## src/rtl/rpc_pkg.sv

```systemverilog
package rpc_pkg;
    typedef enum logic [1:0] {
        MODE_RESET = 2'd0,
        MODE_STD   = 2'd1,
        MODE_FAST  = 2'd2,
        MODE_PDOWN = 2'd3
    } mode_e;

    localparam int CAUSE_W = 4;
    localparam logic [CAUSE_W-1:0] CAUSE_POR = 4'b0001;
    localparam logic [CAUSE_W-1:0] CAUSE_OVF = 4'b0010;
    localparam logic [CAUSE_W-1:0] CAUSE_MAN = 4'b0100;
    localparam logic [CAUSE_W-1:0] CAUSE_SW  = 4'b1000;

    localparam logic [1:0] ADDR_MODE = 2'd0;
    localparam logic [1:0] ADDR_SYSM = 2'd1;
    localparam logic [1:0] ADDR_PERM = 2'd2;
endpackage

```

## src/rtl/rpc_rst_sync.sv

```systemverilog
module rpc_rst_sync #(
    parameter int STAGES = 2
) (
    input  logic clk,
    input  logic arst_n,
    output logic rst_n
);
    logic [STAGES-1:0] sync_d, sync_q;

    always_comb begin
        sync_d = {sync_q[STAGES-2:0], 1'b1};
    end

    always_ff @(posedge clk or negedge arst_n) begin
        if (!arst_n) sync_q <= '0;
        else         sync_q <= sync_d;
    end

    assign rst_n = sync_q[STAGES-1];
endmodule

```

## src/rtl/rpc_warm_seq.sv

```systemverilog
module rpc_warm_seq
    import rpc_pkg::*;
#(
    parameter int WARM_CYC = 16
) (
    input  logic               clk,
    input  logic               rst_n,
    input  logic               wdt_ovf_i,
    input  logic               wdt_man_i,
    input  logic               sw_req_i,
    output logic               idle_o,
    output logic [CAUSE_W-1:0] cause_o
);
    localparam int CW = $clog2(WARM_CYC + 1);
    localparam logic [CW-1:0] CNT_LOAD = CW'(WARM_CYC);

    typedef struct packed {
        logic [CW-1:0]      cnt;
        logic               idle;
        logic [CAUSE_W-1:0] cause;
    } seq_t;

    seq_t seq_d, seq_q;
    logic req;

    always_comb begin
        req   = wdt_ovf_i | wdt_man_i | sw_req_i;
        seq_d = seq_q;
        if (req) begin
            seq_d.cnt  = CNT_LOAD;
            seq_d.idle = 1'b0;
            if (wdt_ovf_i)      seq_d.cause = CAUSE_OVF;
            else if (wdt_man_i) seq_d.cause = CAUSE_MAN;
            else                seq_d.cause = CAUSE_SW;
        end else if (seq_q.cnt != '0) begin
            seq_d.cnt  = seq_q.cnt - 1'b1;
            seq_d.idle = (seq_q.cnt == CW'(1));
        end
    end

    always_ff @(posedge clk or negedge rst_n) begin
        if (!rst_n) seq_q <= '{cnt: '0, idle: 1'b1, cause: CAUSE_POR};
        else        seq_q <= seq_d;
    end

    assign idle_o  = seq_q.idle;
    assign cause_o = seq_q.cause;

    AST_CNT_RANGE: assert property (@(posedge clk) disable iff (!rst_n)
        seq_q.cnt <= CNT_LOAD);
    AST_RESTART: assert property (@(posedge clk) disable iff (!rst_n)
        req |=> (seq_q.cnt == CNT_LOAD) && !idle_o);
    AST_CAUSE_ONEHOT: assert property (@(posedge clk) disable iff (!rst_n)
        $countones(cause_o) == 1);
endmodule

```

## src/rtl/rpc_cfg_regs.sv

```systemverilog
module rpc_cfg_regs
    import rpc_pkg::*;
#(
    parameter int NSYS = 6,
    parameter int NPER = 8,
    parameter int DW   = 16
) (
    input  logic            clk,
    input  logic            rst_n,
    input  logic            sys_rst_n,
    input  logic            wr_en_i,
    input  logic [1:0]      wr_addr_i,
    input  logic [DW-1:0]   wr_data_i,
    output logic [1:0]      mode_o,
    output logic [NSYS-1:0] sys_en_o,
    output logic [NPER-1:0] per_en_o
);
    typedef struct packed {
        mode_e           mode;
        logic [NSYS-1:0] sys_mask;
        logic [NPER-1:0] per_mask;
        logic [NSYS-1:0] sys_en;
        logic [NPER-1:0] per_en;
    } cfg_t;

    cfg_t cfg_d, cfg_q;

    always_comb begin
        cfg_d = cfg_q;
        if (!sys_rst_n) begin
            cfg_d.mode = MODE_STD;
        end else if (wr_en_i) begin
            case (wr_addr_i)
                ADDR_MODE: if (wr_data_i[1:0] != 2'd0) cfg_d.mode = mode_e'(wr_data_i[1:0]);
                ADDR_SYSM: cfg_d.sys_mask = wr_data_i[NSYS-1:0];
                ADDR_PERM: cfg_d.per_mask = wr_data_i[NPER-1:0];
                default:   ;
            endcase
        end
        if (cfg_d.mode == MODE_PDOWN) begin
            cfg_d.sys_en = '0;
            cfg_d.per_en = '0;
        end else begin
            cfg_d.sys_en = cfg_d.sys_mask;
            cfg_d.per_en = cfg_d.per_mask;
        end
    end

    always_ff @(posedge clk or negedge rst_n) begin
        if (!rst_n) cfg_q <= '{mode: MODE_STD, sys_mask: '1, per_mask: '1,
                               sys_en: '1, per_en: '1};
        else        cfg_q <= cfg_d;
    end

    assign mode_o   = cfg_q.mode;
    assign sys_en_o = cfg_q.sys_en;
    assign per_en_o = cfg_q.per_en;

    AST_PDOWN_GATE: assert property (@(posedge clk) disable iff (!rst_n)
        (cfg_q.mode == MODE_PDOWN) |-> (sys_en_o == '0 && per_en_o == '0));
    AST_NO_WR_IN_RST: assert property (@(posedge clk) disable iff (!rst_n)
        !sys_rst_n |=> $stable(cfg_q.sys_mask) && $stable(cfg_q.per_mask));
endmodule

```

## src/rtl/rst_pwr_ctrl.sv

```systemverilog
module rst_pwr_ctrl
    import rpc_pkg::*;
#(
    parameter int NSYS     = 6,
    parameter int NPER     = 8,
    parameter int DW       = 16,
    parameter int WARM_CYC = 16
) (
    input  logic               clk,
    input  logic               por_n_i,
    input  logic               clk_stable_i,
    input  logic               wdt_ovf_i,
    input  logic               wdt_man_i,
    input  logic               sw_rst_i,
    input  logic               wr_en_i,
    input  logic [1:0]         wr_addr_i,
    input  logic [DW-1:0]      wr_data_i,
    output logic               sys_rst_n_o,
    output logic               per_rst_n_o,
    output logic               bus_oe_en_o,
    output logic [1:0]         mode_o,
    output logic [NSYS-1:0]    sys_clk_en_o,
    output logic [NPER-1:0]    per_clk_en_o,
    output logic [CAUSE_W-1:0] cause_o
);
    logic cold_arst_n, cold_n, warm_idle, sys_arst_n;
    logic [1:0] mode_reg;

    assign cold_arst_n = por_n_i & clk_stable_i;

    rpc_rst_sync #(.STAGES(2)) u_cold_sync (
        .clk(clk), .arst_n(cold_arst_n), .rst_n(cold_n)
    );

    rpc_warm_seq #(.WARM_CYC(WARM_CYC)) u_warm (
        .clk(clk), .rst_n(cold_n),
        .wdt_ovf_i(wdt_ovf_i), .wdt_man_i(wdt_man_i), .sw_req_i(sw_rst_i),
        .idle_o(warm_idle), .cause_o(cause_o)
    );

    assign sys_arst_n = cold_n & warm_idle;

    rpc_rst_sync #(.STAGES(2)) u_sys_sync (
        .clk(clk), .arst_n(sys_arst_n), .rst_n(sys_rst_n_o)
    );

    rpc_cfg_regs #(.NSYS(NSYS), .NPER(NPER), .DW(DW)) u_cfg (
        .clk(clk), .rst_n(cold_n), .sys_rst_n(sys_rst_n_o),
        .wr_en_i(wr_en_i), .wr_addr_i(wr_addr_i), .wr_data_i(wr_data_i),
        .mode_o(mode_reg), .sys_en_o(sys_clk_en_o), .per_en_o(per_clk_en_o)
    );

    assign per_rst_n_o = cold_n;
    assign bus_oe_en_o = cold_n;
    assign mode_o      = sys_rst_n_o ? mode_reg : MODE_RESET;

    AST_POR_OE: assert property (@(posedge clk) disable iff (!clk_stable_i)
        !por_n_i |-> (!bus_oe_en_o && !sys_rst_n_o));
    AST_PER_KEPT: assert property (@(posedge clk) disable iff (!cold_arst_n)
        (!sys_rst_n_o && $past(per_rst_n_o)) |-> per_rst_n_o);
    AST_MODE_AFTER_RST: assert property (@(posedge clk) disable iff (!cold_n)
        $rose(sys_rst_n_o) |-> (mode_o == MODE_STD));
endmodule

```

## config.mk

```make
export PLATFORM = sky130hd
export DESIGN_NAME = rst_pwr_ctrl
export DESIGN_NICKNAME = d
export VERILOG_FILES = /design/src/rtl/rpc_pkg.sv /design/src/rtl/rpc_rst_sync.sv /design/src/rtl/rpc_warm_seq.sv /design/src/rtl/rpc_cfg_regs.sv /design/src/rtl/rst_pwr_ctrl.sv
export SDC_FILE = /design/constraint.sdc
export NUM_CORES = 1
export LEC_CHECK = 0
export BUFFER_PORTS_ARGS = -buffer_cell sky130_fd_sc_hd__buf_2
export CAP_MARGIN = 20
export CORE_AREA = 5 5 71 73
export CTS_CLUSTER_DIAMETER = 200
export DETAILED_ROUTE_END_ITERATION = 8
export DIE_AREA = 0 0 76 78
export PLACE_DENSITY = 0.69
export SLEW_MARGIN = 20
export SYNTH_ARGS = -nofsm -noshare
export SYNTH_HDL_FRONTEND = slang
export SYNTH_SLANG_ARGS = --single-unit
```

## constraint.sdc

```tcl
create_clock -name clk -period 2.55 [get_ports clk]
set_input_delay 0.6375 -clock clk [delete_from_list [all_inputs] [get_ports clk]]
set_output_delay 0.6375 -clock clk [all_outputs]
set_load 0.02 [all_outputs]
```

==> flow_summary.yaml, run 1 <==
cells_and_area:
  nets: 201
  finish.instance_area_mm2: 0.00207
  area_growth_pct: 11.5
  fin_cells: 227
  drive_gt1_frac: 0.531
  fill_cells: 397
  fin_util: 0.482
  diodes: 0
setup_path:
  path_cells: "and2_1 -> buf_2"
  critPathMaxStageDelay_ns: 0.54
  path_buf_inv: 1
  cp_slowest_cell: "dfstp_2"
  end_kind: "output pin"
  crit_fanout: 2
  critPathRequiredTime_ns: 1.91
  critPathTopFamily: "flip-flops"
  critical_path.startpoint_type: "flop"
  worstPathArrival_ns: 1.10
  criticalPathCategory: "flop to output pin"
power:
  leakage_uw: 0.000974
  peakVddDrop_uv: 397
  power_density_mw_per_mm2: 794
logic_synthesis:
  synth_top_family_by_area: "simple AND/OR/NAND/NOR gates"
  synth_top_cell_by_area: "dfstp_2"
  yosys-top-cells-area: "dfstp_2, dfrtp_1, buf_4"
  synthAdderAreaFrac: 0.0135
  synthXorXnorAreaFrac: 0
  synthMuxAreaShare: 0.0782
  seq_area_frac_synth: 0.614
  yosys.area.top_type_share: 0.439
  ys_ff_latch: 44
  yosysUniqueCellTypes: 28
  synthArstFlopShare: 1.00
  synthSimpleGateAreaFrac: 0.145
  synthFlopType: "dfstp_2"
  synthCells: 146
  syn_area_mm2: 0.00186
  synth.avg_cell_area_um2: 12.7
  synth_compound_area_frac: 0.0519
  synth-edff-count: 0
  yosys_warnings: 0
placed_design:
  gp_congestion: 0.779
  postPlaceCellArea_mm2: 0.00198
  place_inst: 219
  post-dp-hpwl_um: 2500
  io_buffers: 39
detailed_routing:
  postRouteAntennaNets: 0
  drtPass1Iterations: 4
  viasPerCell: 4.89
  drc_errors: 0
  drt_iter0_markers: 31
  routed-via-count: 1110
  wl_per_cell_um: 14.5
  finalWirelength_um: 3290
grt:
  track_usage: 0.120
  grt_max_degree: 38
  grt_remaining_overflow: 0
  grt_pass1_vias: 1244
  grt_pass1_wl_um: 5700
  antenna_found_initial: 0
clocking:
  cts_made_buffers: 5
  cts.sinks: 44
  cts_max_level: 2
  cts_root_buf: "clkbuf_8"
  post-cts-setup-buffers: 0
  clkSlewWorstSetupHoldPaths_ns: 0.08
  cts-resized-gates: 0
  clk_latency_ns: 0.29
  cts_hold_buf: 0
  clock_path_buffers: 2
  cts_tree: "yes"
sta:
  fin_worst_skew_ns: 0.00805
  period_needed_ns: 1.73
  slew_headroom: 0.592
  finalSetupTns_ns: 0
  drv_slew: 0
  rsz0062_at_grt: "no"
  fmax_ghz: 0.577
  timing.final.crit_share: 0.680
  final-hold-violation-count: 0
  tightest_slew_ns: 0.609
  fin_hold_ws_ns: 0.124
  setup_viol: 0
die:
  row_count: 24
  die_area_mm2: 0.00593
  fp.dieW_um: 76
  die_h_um: 78
  start_util: 0.432
  io_pins: 48
  core_area_mm2: 0.00429
run:
  maxCapViolCount: 0
status:
  outcome: "complete, no violations"
min_path:
  hold_path_class: "flop to asynchronous set/reset pin"
layout by cell type (no fill, tap or decap), types with 2 or more instances in the layout:
cell,netlist,final
buf_2,0,39
dfrtp_1,13,13
nand2_1,5,5
nor2b_1,14,14
or3_1,3,3
nor2_1,10,10
o21ai_0,2,2
a21oi_1,3,3
ha_1,2,2
and2_1,4,4
nor4b_1,2,2
nand4b_1,2,2
dfstp_2,31,31
inv_1,7,7
clkbuf_8,0,6
conb_1,1,2
nor3_1,4,4
mux2_2,12,12
area by class of cell:
cell class,count,area (um2),share of cell area
Tap cell,52,65.1,0.0314
Inverter,7,26.3,0.0127
Clock buffer,7,86.3,0.0417
Multi-Input combinational cell,76,543,0.262
Clock inverter,1,6.26,0.00302
Sequential cell,44,1140,0.551
Timing Repair Buffer,40,203,0.0979
flip-flops by register name, summed over array words and instances (netlist names):
name / flops
u_warm.cause_o: 4
u_cfg.mode_o: 2
u_warm.idle_o: 1
u_sys_sync.sync_q: 2
u_warm.seq_q: 5
u_cfg.per_en_o: 8
u_cfg.sys_en_o: 6
u_cfg.cfg_q: 14
u_cold_sync.sync_q: 2
synthesized netlist by cell type (2+ instances only):
cell type and instances:
ha_1 2, nor2_1 10, o21ai_0 2, dfrtp_1 13, dfstp_2 31, nand4b_1 2
nor2b_1 14, nor4b_1 2, nor3_1 4, or3_1 3, buf_4 20, inv_1 7
a21oi_1 3, and2_1 4, mux2_2 12, nand2_1 5
report_power, final:
group / internal, uW / total (uW) / switching, uW
Sequential: 871 / 903 / 32.3
Combinational: 121 / 296 / 174
Clock: 221 / 445 / 224
Total: 1210 / 1640 / 431
final timing paths:
| kind | cells after the start | startpoint | to | slack [ns] |
|---|---|---|---|---|
| setup / recovery | 2 | u_cfg.mode_o[0]$_DFF_PN1_ | mode_o[0] | 0.82 |
| setup reg to reg | 3 | u_sys_sync.sync_q[1]$_DFF_PN0_ | u_cfg.per_en_o[7]$_DFF_PN1_ | 0.95 |
| min in group clk | 0 | u_sys_sync.sync_q[0]$_DFF_PN0_ | u_sys_sync.sync_q[1]$_DFF_PN0_ | 0.35 |
| hold / removal | 0 | u_cold_sync.sync_q[1]$_DFF_PN0_ | u_warm.cause_o[1]$_DFFE_PN0N_ | 0.12 |
| max in group asynchronous | 2 | u_cold_sync.sync_q[1]$_DFF_PN0_ | u_sys_sync.sync_q[0]$_DFF_PN0_ | 1.55 |
| hold reg to reg | 0 | u_cold_sync.sync_q[1]$_DFF_PN0_ | u_warm.cause_o[1]$_DFFE_PN0N_ | 0.12 |
logic make-up (layout without fill, tap and decap cells):
kind of cell | after synthesis | count (layout)
buffers and inverters | 27 | 55
adders and majority gates | 2 | 2
DFF | 44 | 44
AOI/OAI and AO/OA | 12 | 12
other | 1 | 2
muxes | 13 | 13
and+or+nand+nor | 47 | 47
layer usage:
layer | global-route usage | vias up | part of all wire
li1 | - | 521 | -
met1 | 0.124 | 538 | 0.39
met2 | 0.205 | 40 | 0.51
met3 | 0.0602 | 11 | 0.075
met4 | 0.0534 | 0 | 0.025
met5 | 0 | - | 0
stage by stage:
stage	worst slack, ns	power, uW
final	0.816	1640
after global routing	0.722	1730
after CTS	0.801	1670
after detailed placement	0.499	1220
after global placement	0.554	1200
after floorplan	0.348	1180
Note: power is estimated with default switching activity, not from simulation.
==> inputs of run 2 (changes only) <==
--- a/config.mk
+++ b/config.mk
@@ -5,13 +5,14 @@
 export SDC_FILE = /design/constraint.sdc
 export NUM_CORES = 1
 export LEC_CHECK = 0
+export ABC_AREA = 1
 export BUFFER_PORTS_ARGS = -buffer_cell sky130_fd_sc_hd__buf_2
 export CAP_MARGIN = 20
-export CORE_AREA = 5 5 71 73
+export CORE_AREA = 5 5 73 75
 export CTS_CLUSTER_DIAMETER = 200
 export DETAILED_ROUTE_END_ITERATION = 8
-export DIE_AREA = 0 0 76 78
-export PLACE_DENSITY = 0.69
+export DIE_AREA = 0 0 78 80
+export PLACE_DENSITY = 0.72
 export SLEW_MARGIN = 20
 export SYNTH_ARGS = -nofsm -noshare
 export SYNTH_HDL_FRONTEND = slang
==> constraint.sdc (replaced) <==
create_clock -name clk -period 1.5 [get_ports clk]
set_input_delay 0.375 -clock clk [delete_from_list [all_inputs] [get_ports clk]]
set_output_delay 0.375 -clock clk [all_outputs]
set_load 0.02 [all_outputs]
==> flow_summary.yaml, run 2 <==
status:
  outcome: "complete, no violations"
logic_synthesis:
  post-synth-top-count-cell: "inv_1"
  seq_area_frac_synth: 0.574
  synthCells: 206
  yosys-top-cells-area: "dfstp_2, dfrtp_1, inv_1"
  synth_top_cell_by_area: "dfstp_2"
  yosys_warnings: 0
  syn_area_mm2: 0.00199
  synth.avg_cell_area_um2: 9.65
  synthFlopType: "dfstp_2"
  yosys.area.top_type_share: 0.410
  yosysUniqueCellTypes: 25
  yosys-top-cells-count: "inv_1, nand2_1, dfstp_2"
  ys_ff_latch: 44
  synthArstFlopShare: 1.00
  synth-edff-count: 0
cells_and_area:
  final_common_cell: "inv_1"
  drive_gt1_frac: 0.433
  regMostFlops: "u_cfg.cfg_q"
  fill_cells: 432
  area_growth_pct: 12.2
  largest_reg_flops: 14
  layout_common_cells: "inv_1, buf_2, nand2_1"
  nets: 264
  regArea_mm2: 0.00114
  multi_input_area_um2: 503
  diodes: 0
die:
  start_util: 0.432
  fp.dieW_um: 78
  die_area_mm2: 0.00624
  io_pins: 48
  row_count: 25
  core_area_mm2: 0.00460
  die_h_um: 80
detailed_routing:
  postRouteAntennaNets: 0
  drtPass1Iterations: 4
  drt_iter0_markers: 52
  finalWirelength_um: 3360
  wl_per_cell_um: 11.5
  viasPerCell: 4.52
  routed-via-count: 1321
  drc_errors: 0
clocking:
  cts_root_buf: "clkbuf_8"
  clock_path_buffers: 2
  cts_tree: "yes"
  cts.sinks: 44
  cts_max_level: 2
  clkSlewWorstSetupHoldPaths_ns: 0.08
  clk_latency_ns: 0.29
  cts_made_buffers: 5
  post-cts-setup-buffers: 0
grt:
  grt_remaining_overflow: 0
  grt_pass1_wl_um: 5840
  grt_pass1_vias: 1359
  antenna_found_initial: 0
  grt_max_degree: 25
  track_usage: 0.119
setup_path:
  crit_end: "mode_o[0]"
  critical_path.startpoint_type: "flop"
  critPathRequiredTime_ns: 1.12
  r2r-start: "u_warm.seq_q[5]$_DFFE_PN0P_"
  crit_start: "u_cfg.mode_o[0]$_DFF_PN1_"
  r2r-end: "u_warm.seq_q[6]$_DFFE_PN0P_"
  rrSetupSlack_ns: 0.20
  worstPathArrival_ns: 1.04
  criticalPathCategory: "flop to output pin"
  r2r_cells: 8
  crit_fanout: 2
  end_kind: "output pin"
min_path:
  whs_path_depth: 2
  hold_path_class: "input port to flop"
power:
  leakage_uw: 0.00115
  power_density_mw_per_mm2: 1250
  total_power_uw: 2790
  peakVddDrop_uv: 547
placed_design:
  gp_congestion: 0.817
  io_buffers: 39
  post-dp-hpwl_um: 2440
sta:
  finalSetupTns_ns: 0
  setup_viol: 0
  drv_slew: 0
  final-hold-violation-count: 0
  fin_worst_skew_ns: 0.00474
  timing.final.crit_share: 0.946
  fmax_ghz: 0.705
  rsz0062_at_grt: "no"
  period_needed_ns: 1.42
run:
  maxCapViolCount: 0
[run 2: cell count changes in the layout (fill, tap and decap cells not counted), sizes merged, moves of 3 or more]
cell | before | now
and2 | 4 | 1
a21oi | 3 | 16
or3 | 3 | 0
nand2 | 5 | 36
nor2b | 14 | 0
mux2 | 12 | 0
buf | 40 | 44
inv | 8 | 45
o21ai | 3 | 19
[run 2: logic make-up after synthesis]
kind of cell,Yosys count,share of synthesized area
AO/OA/AOI/OAI,36,0.116
adder cells (fa/ha/maj),2,0.0126
buffers and inverters,68,0.176
flip-flops,44,0.574
other,1,0.00189
AND/OR/NAND/NOR,55,0.119
[run 2: repair_timing]
| action | 4_1_cts | 5_1_grt |
|---|---|---|
| endpoints found under the hold margin | 2 | 0 |
| hold buffers | 2 | 0 |
| setup endpoints to repair | 0 | 3 |
| resized for setup | 0 | 4 |
[run 2: how the worst min path moves through the flow]
stage,startpoint,end,slack (ns)
2_1_floorplan,clk_stable_i,u_cold_sync.sync_q[0]$_DFF_PN0_,0.15
3_3_place_gp,clk_stable_i,u_cold_sync.sync_q[0]$_DFF_PN0_,0.24
3_5_place_dp,clk_stable_i,u_cold_sync.sync_q[0]$_DFF_PN0_,0.25
4_1_cts,wdt_ovf_i,u_warm.cause_o[2]$_DFFE_PN0N_,0.28
5_1_grt,wdt_ovf_i,u_warm.cause_o[2]$_DFFE_PN0N_,0.28
6_report,wdt_ovf_i,u_warm.cause_o[2]$_DFFE_PN0N_,0.28
[run 2: layout make-up]
cell class | instances | share of cell area
Sequential cell | 44 | 0.512
Multi-Input combinational cell | 95 | 0.226
Timing Repair Buffer | 46 | 0.116
Inverter | 45 | 0.0758
Clock buffer | 8 | 0.0404
Tap cell | 54 | 0.0303
[run 2: report_power, final]
group / internal [uW] / switching, uW / leakage, uW
Combinational: 190 / 349 / 0.000613
Clock: 376 / 382 / 0.0000455
Sequential: 1450 / 47.7 / 0.000490
Total: 2020 / 779 / 0.00115
[run 2: critical path, cell delays in order (launching register included)]
cell	delay, ns
dfstp_2	0.53
nand2_1	0.06
inv_2	0.06
buf_6	0.10
[run 2: routing by layer]
layer	vias to the layer above	global-route usage	share of wire
li1	663	-	-
met1	621	0.133	0.44
met2	31	0.209	0.48
met3	6	0.0395	0.060
met4	0	0.0422	0.016
met5	-	0	0
[run 2: per-stage QoR]
step | utilization | setup WS [ns] | hold slack, ns | cell area (um2) | instances
floorplan | - | 0.0109 | 0.153 | 1990 | 207
global placement | 0.459 | 0.115 | 0.243 | 2110 | 282
detailed placement | 0.459 | 0.0588 | 0.248 | 2110 | 282
CTS | 0.483 | 0.0386 | 0.275 | 2220 | 292
global route | 0.485 | 0.00545 | 0.279 | 2230 | 292
finish | 0.485 | 0.0806 | 0.284 | 2230 | 292
==> inputs of run 3 (changes only) <==
--- a/config.mk
+++ b/config.mk
@@ -8,11 +8,11 @@
 export ABC_AREA = 1
 export BUFFER_PORTS_ARGS = -buffer_cell sky130_fd_sc_hd__buf_2
 export CAP_MARGIN = 20
-export CORE_AREA = 5 5 73 75
+export CORE_AREA = 5 5 72 74
 export CTS_CLUSTER_DIAMETER = 200
 export DETAILED_ROUTE_END_ITERATION = 8
-export DIE_AREA = 0 0 78 80
-export PLACE_DENSITY = 0.72
+export DIE_AREA = 0 0 77 79
+export PLACE_DENSITY = 0.74
 export SLEW_MARGIN = 20
 export SYNTH_ARGS = -nofsm -noshare
 export SYNTH_HDL_FRONTEND = slang
==> flow_summary.yaml, run 3 (synthesis gave the netlist of run 2 again) <==
setup_path:
  crit_end: "mode_o[0]"
  path_cells: "nand2_1 -> inv_1 -> buf_4"
  critPathMaxStageDelay_ns: 0.54
  cp_slowest_cell: "dfstp_2"
  r2r-end: "u_warm.idle_o$_DFFE_PN1P_"
  crit_start: "u_cfg.mode_o[0]$_DFF_PN1_"
  criticalPathCategory: "flop to output pin"
  rrSetupSlack_ns: 0.20
  r2r_cells: 8
  end_kind: "output pin"
  crit_fanout: 2
  r2r-start: "u_warm.seq_q[5]$_DFFE_PN0P_"
  critPathRequiredTime_ns: 1.12
  worstPathArrival_ns: 1.05
  critical_path.startpoint_type: "flop"
cells_and_area:
  diodes: 0
  regArea_mm2: 0.00114
  regMostFlops: "u_cfg.cfg_q"
  multi_input_area_um2: 503
  largest_reg_flops: 14
  drive_gt1_frac: 0.433
  area_growth_pct: 11.6
  finish.instance_area_mm2: 0.00222
  fill_cells: 425
  layout_common_cells: "inv_1, buf_2, nand2_1"
  final_common_cell: "inv_1"
  nets: 264
clocking:
  cts.sinks: 44
  clk_latency_ns: 0.29
  cts_made_buffers: 5
  clkSlewWorstSetupHoldPaths_ns: 0.08
  clock_path_buffers: 2
  post-cts-setup-buffers: 0
  cts_root_buf: "clkbuf_8"
  cts_tree: "yes"
  cts_max_level: 2
die:
  fp.dieW_um: 77
  row_count: 25
  io_pins: 48
  core_area_mm2: 0.00454
  die_area_mm2: 0.00608
  start_util: 0.438
  die_h_um: 79
sta:
  fin_hold_ws_ns: 0.284
  finalSetupTns_ns: 0
  final-hold-violation-count: 0
  period_needed_ns: 1.43
  rsz0062_at_grt: "no"
  fin_ws_ns: 0.0714
  timing.final.crit_share: 0.952
  fmax_ghz: 0.700
  drv_slew: 0
  fin_worst_skew_ns: 0.0106
  setup_viol: 0
detailed_routing:
  wl_met3_um: 260
  drtPass1Iterations: 4
  finalWirelength_um: 3440
  drc_errors: 0
  wl_per_cell_um: 11.8
  postRouteAntennaNets: 0
  drt_iter0_markers: 46
  dr.max_layer_used: "met4"
  routed-via-count: 1309
  wl_met2_um: 1660
  drt-met1-wl_um: 1430
  viasPerCell: 4.48
grt:
  grt_max_degree: 31
  grt_pass1_vias: 1322
  grt_pass1_wl_um: 5800
  grt_remaining_overflow: 0
  track_usage: 0.121
  antenna_found_initial: 0
power:
  leakage_uw: 0.00114
  peakVddDrop_uv: 557
  total_power_uw: 2740
  power_density_mw_per_mm2: 1240
min_path:
  hold_path_class: "flop to asynchronous set/reset pin"
run:
  maxCapViolCount: 0
placed_design:
  pre_cts_ws_ns: 0.0568
  post-dp-hpwl_um: 2400
  postPlaceCellArea_mm2: 0.00211
  gp_congestion: 0.851
  io_buffers: 39
status:
  outcome: "complete, no violations"
## run 3: worst min-delay path by stage
stage / startpoint / endpoint / slack (ns) / cells past startpoint
after CTS: wdt_ovf_i / u_warm.cause_o[2]$_DFFE_PN0N_ / 0.29 / 2
after detailed placement: clk_stable_i / u_cold_sync.sync_q[0]$_DFF_PN0_ / 0.25 / 3
after global placement: clk_stable_i / u_cold_sync.sync_q[0]$_DFF_PN0_ / 0.25 / 3
after floorplan: clk_stable_i / u_cold_sync.sync_q[0]$_DFF_PN0_ / 0.15 / 2
final: u_cold_sync.sync_q[1]$_DFF_PN0_ / u_warm.seq_q[6]$_DFFE_PN0P_ / 0.28 / 1
after global routing: wr_data_i[6] / u_cfg.cfg_q[20]$_DFF_PN1_ / 0.30 / 3
## run 3: routing by layer
| metal | vias up | global-route usage |
|---|---|---|
| met5 | - | 0 |
| met4 | 0 | 0.0567 |
| met3 | 9 | 0.0476 |
| met2 | 37 | 0.199 |
| met1 | 602 | 0.137 |
| li1 | 661 | - |
## run 3: through the flow
step,instances,util
after global placement,282,0.465
after floorplan,207,-
after detailed placement,282,0.465
after CTS,292,0.488
after global routing,292,0.489
final,292,0.489
## run 3: worst max-delay path, delay by kind of cell, from the launching register on
| family | cells | cell delay, ns |
|---|---|---|
| buffers and inverters | 2 | 0.18 |
| AND/OR/NAND/NOR | 1 | 0.05 |
| flip-flops | 1 | 0.54 |
## run 3: where the power goes
part | switching, uW | internal, uW | total (uW)
combinational | 347 | 189 | 535
sequential | 51.8 | 1450 | 1500
clock | 376 | 327 | 703
total | 775 | 1970 | 2740
## run 3: timing repair
action | 4_1_cts | 5_1_grt
setup endpoints to repair | 0 | 4
hold endpoints to repair | 2 | 0
hold buffers | 2 | 0
resized for setup | 0 | 3
## run 3: area by class of cell
type,instances,share of cell area
clock inverter,1,0.00226
multi-input combinational,95,0.227
clock buffer,7,0.0344
timing repair buffer,46,0.115
inverter,45,0.0761
sequential,44,0.515
tap,54,0.0305
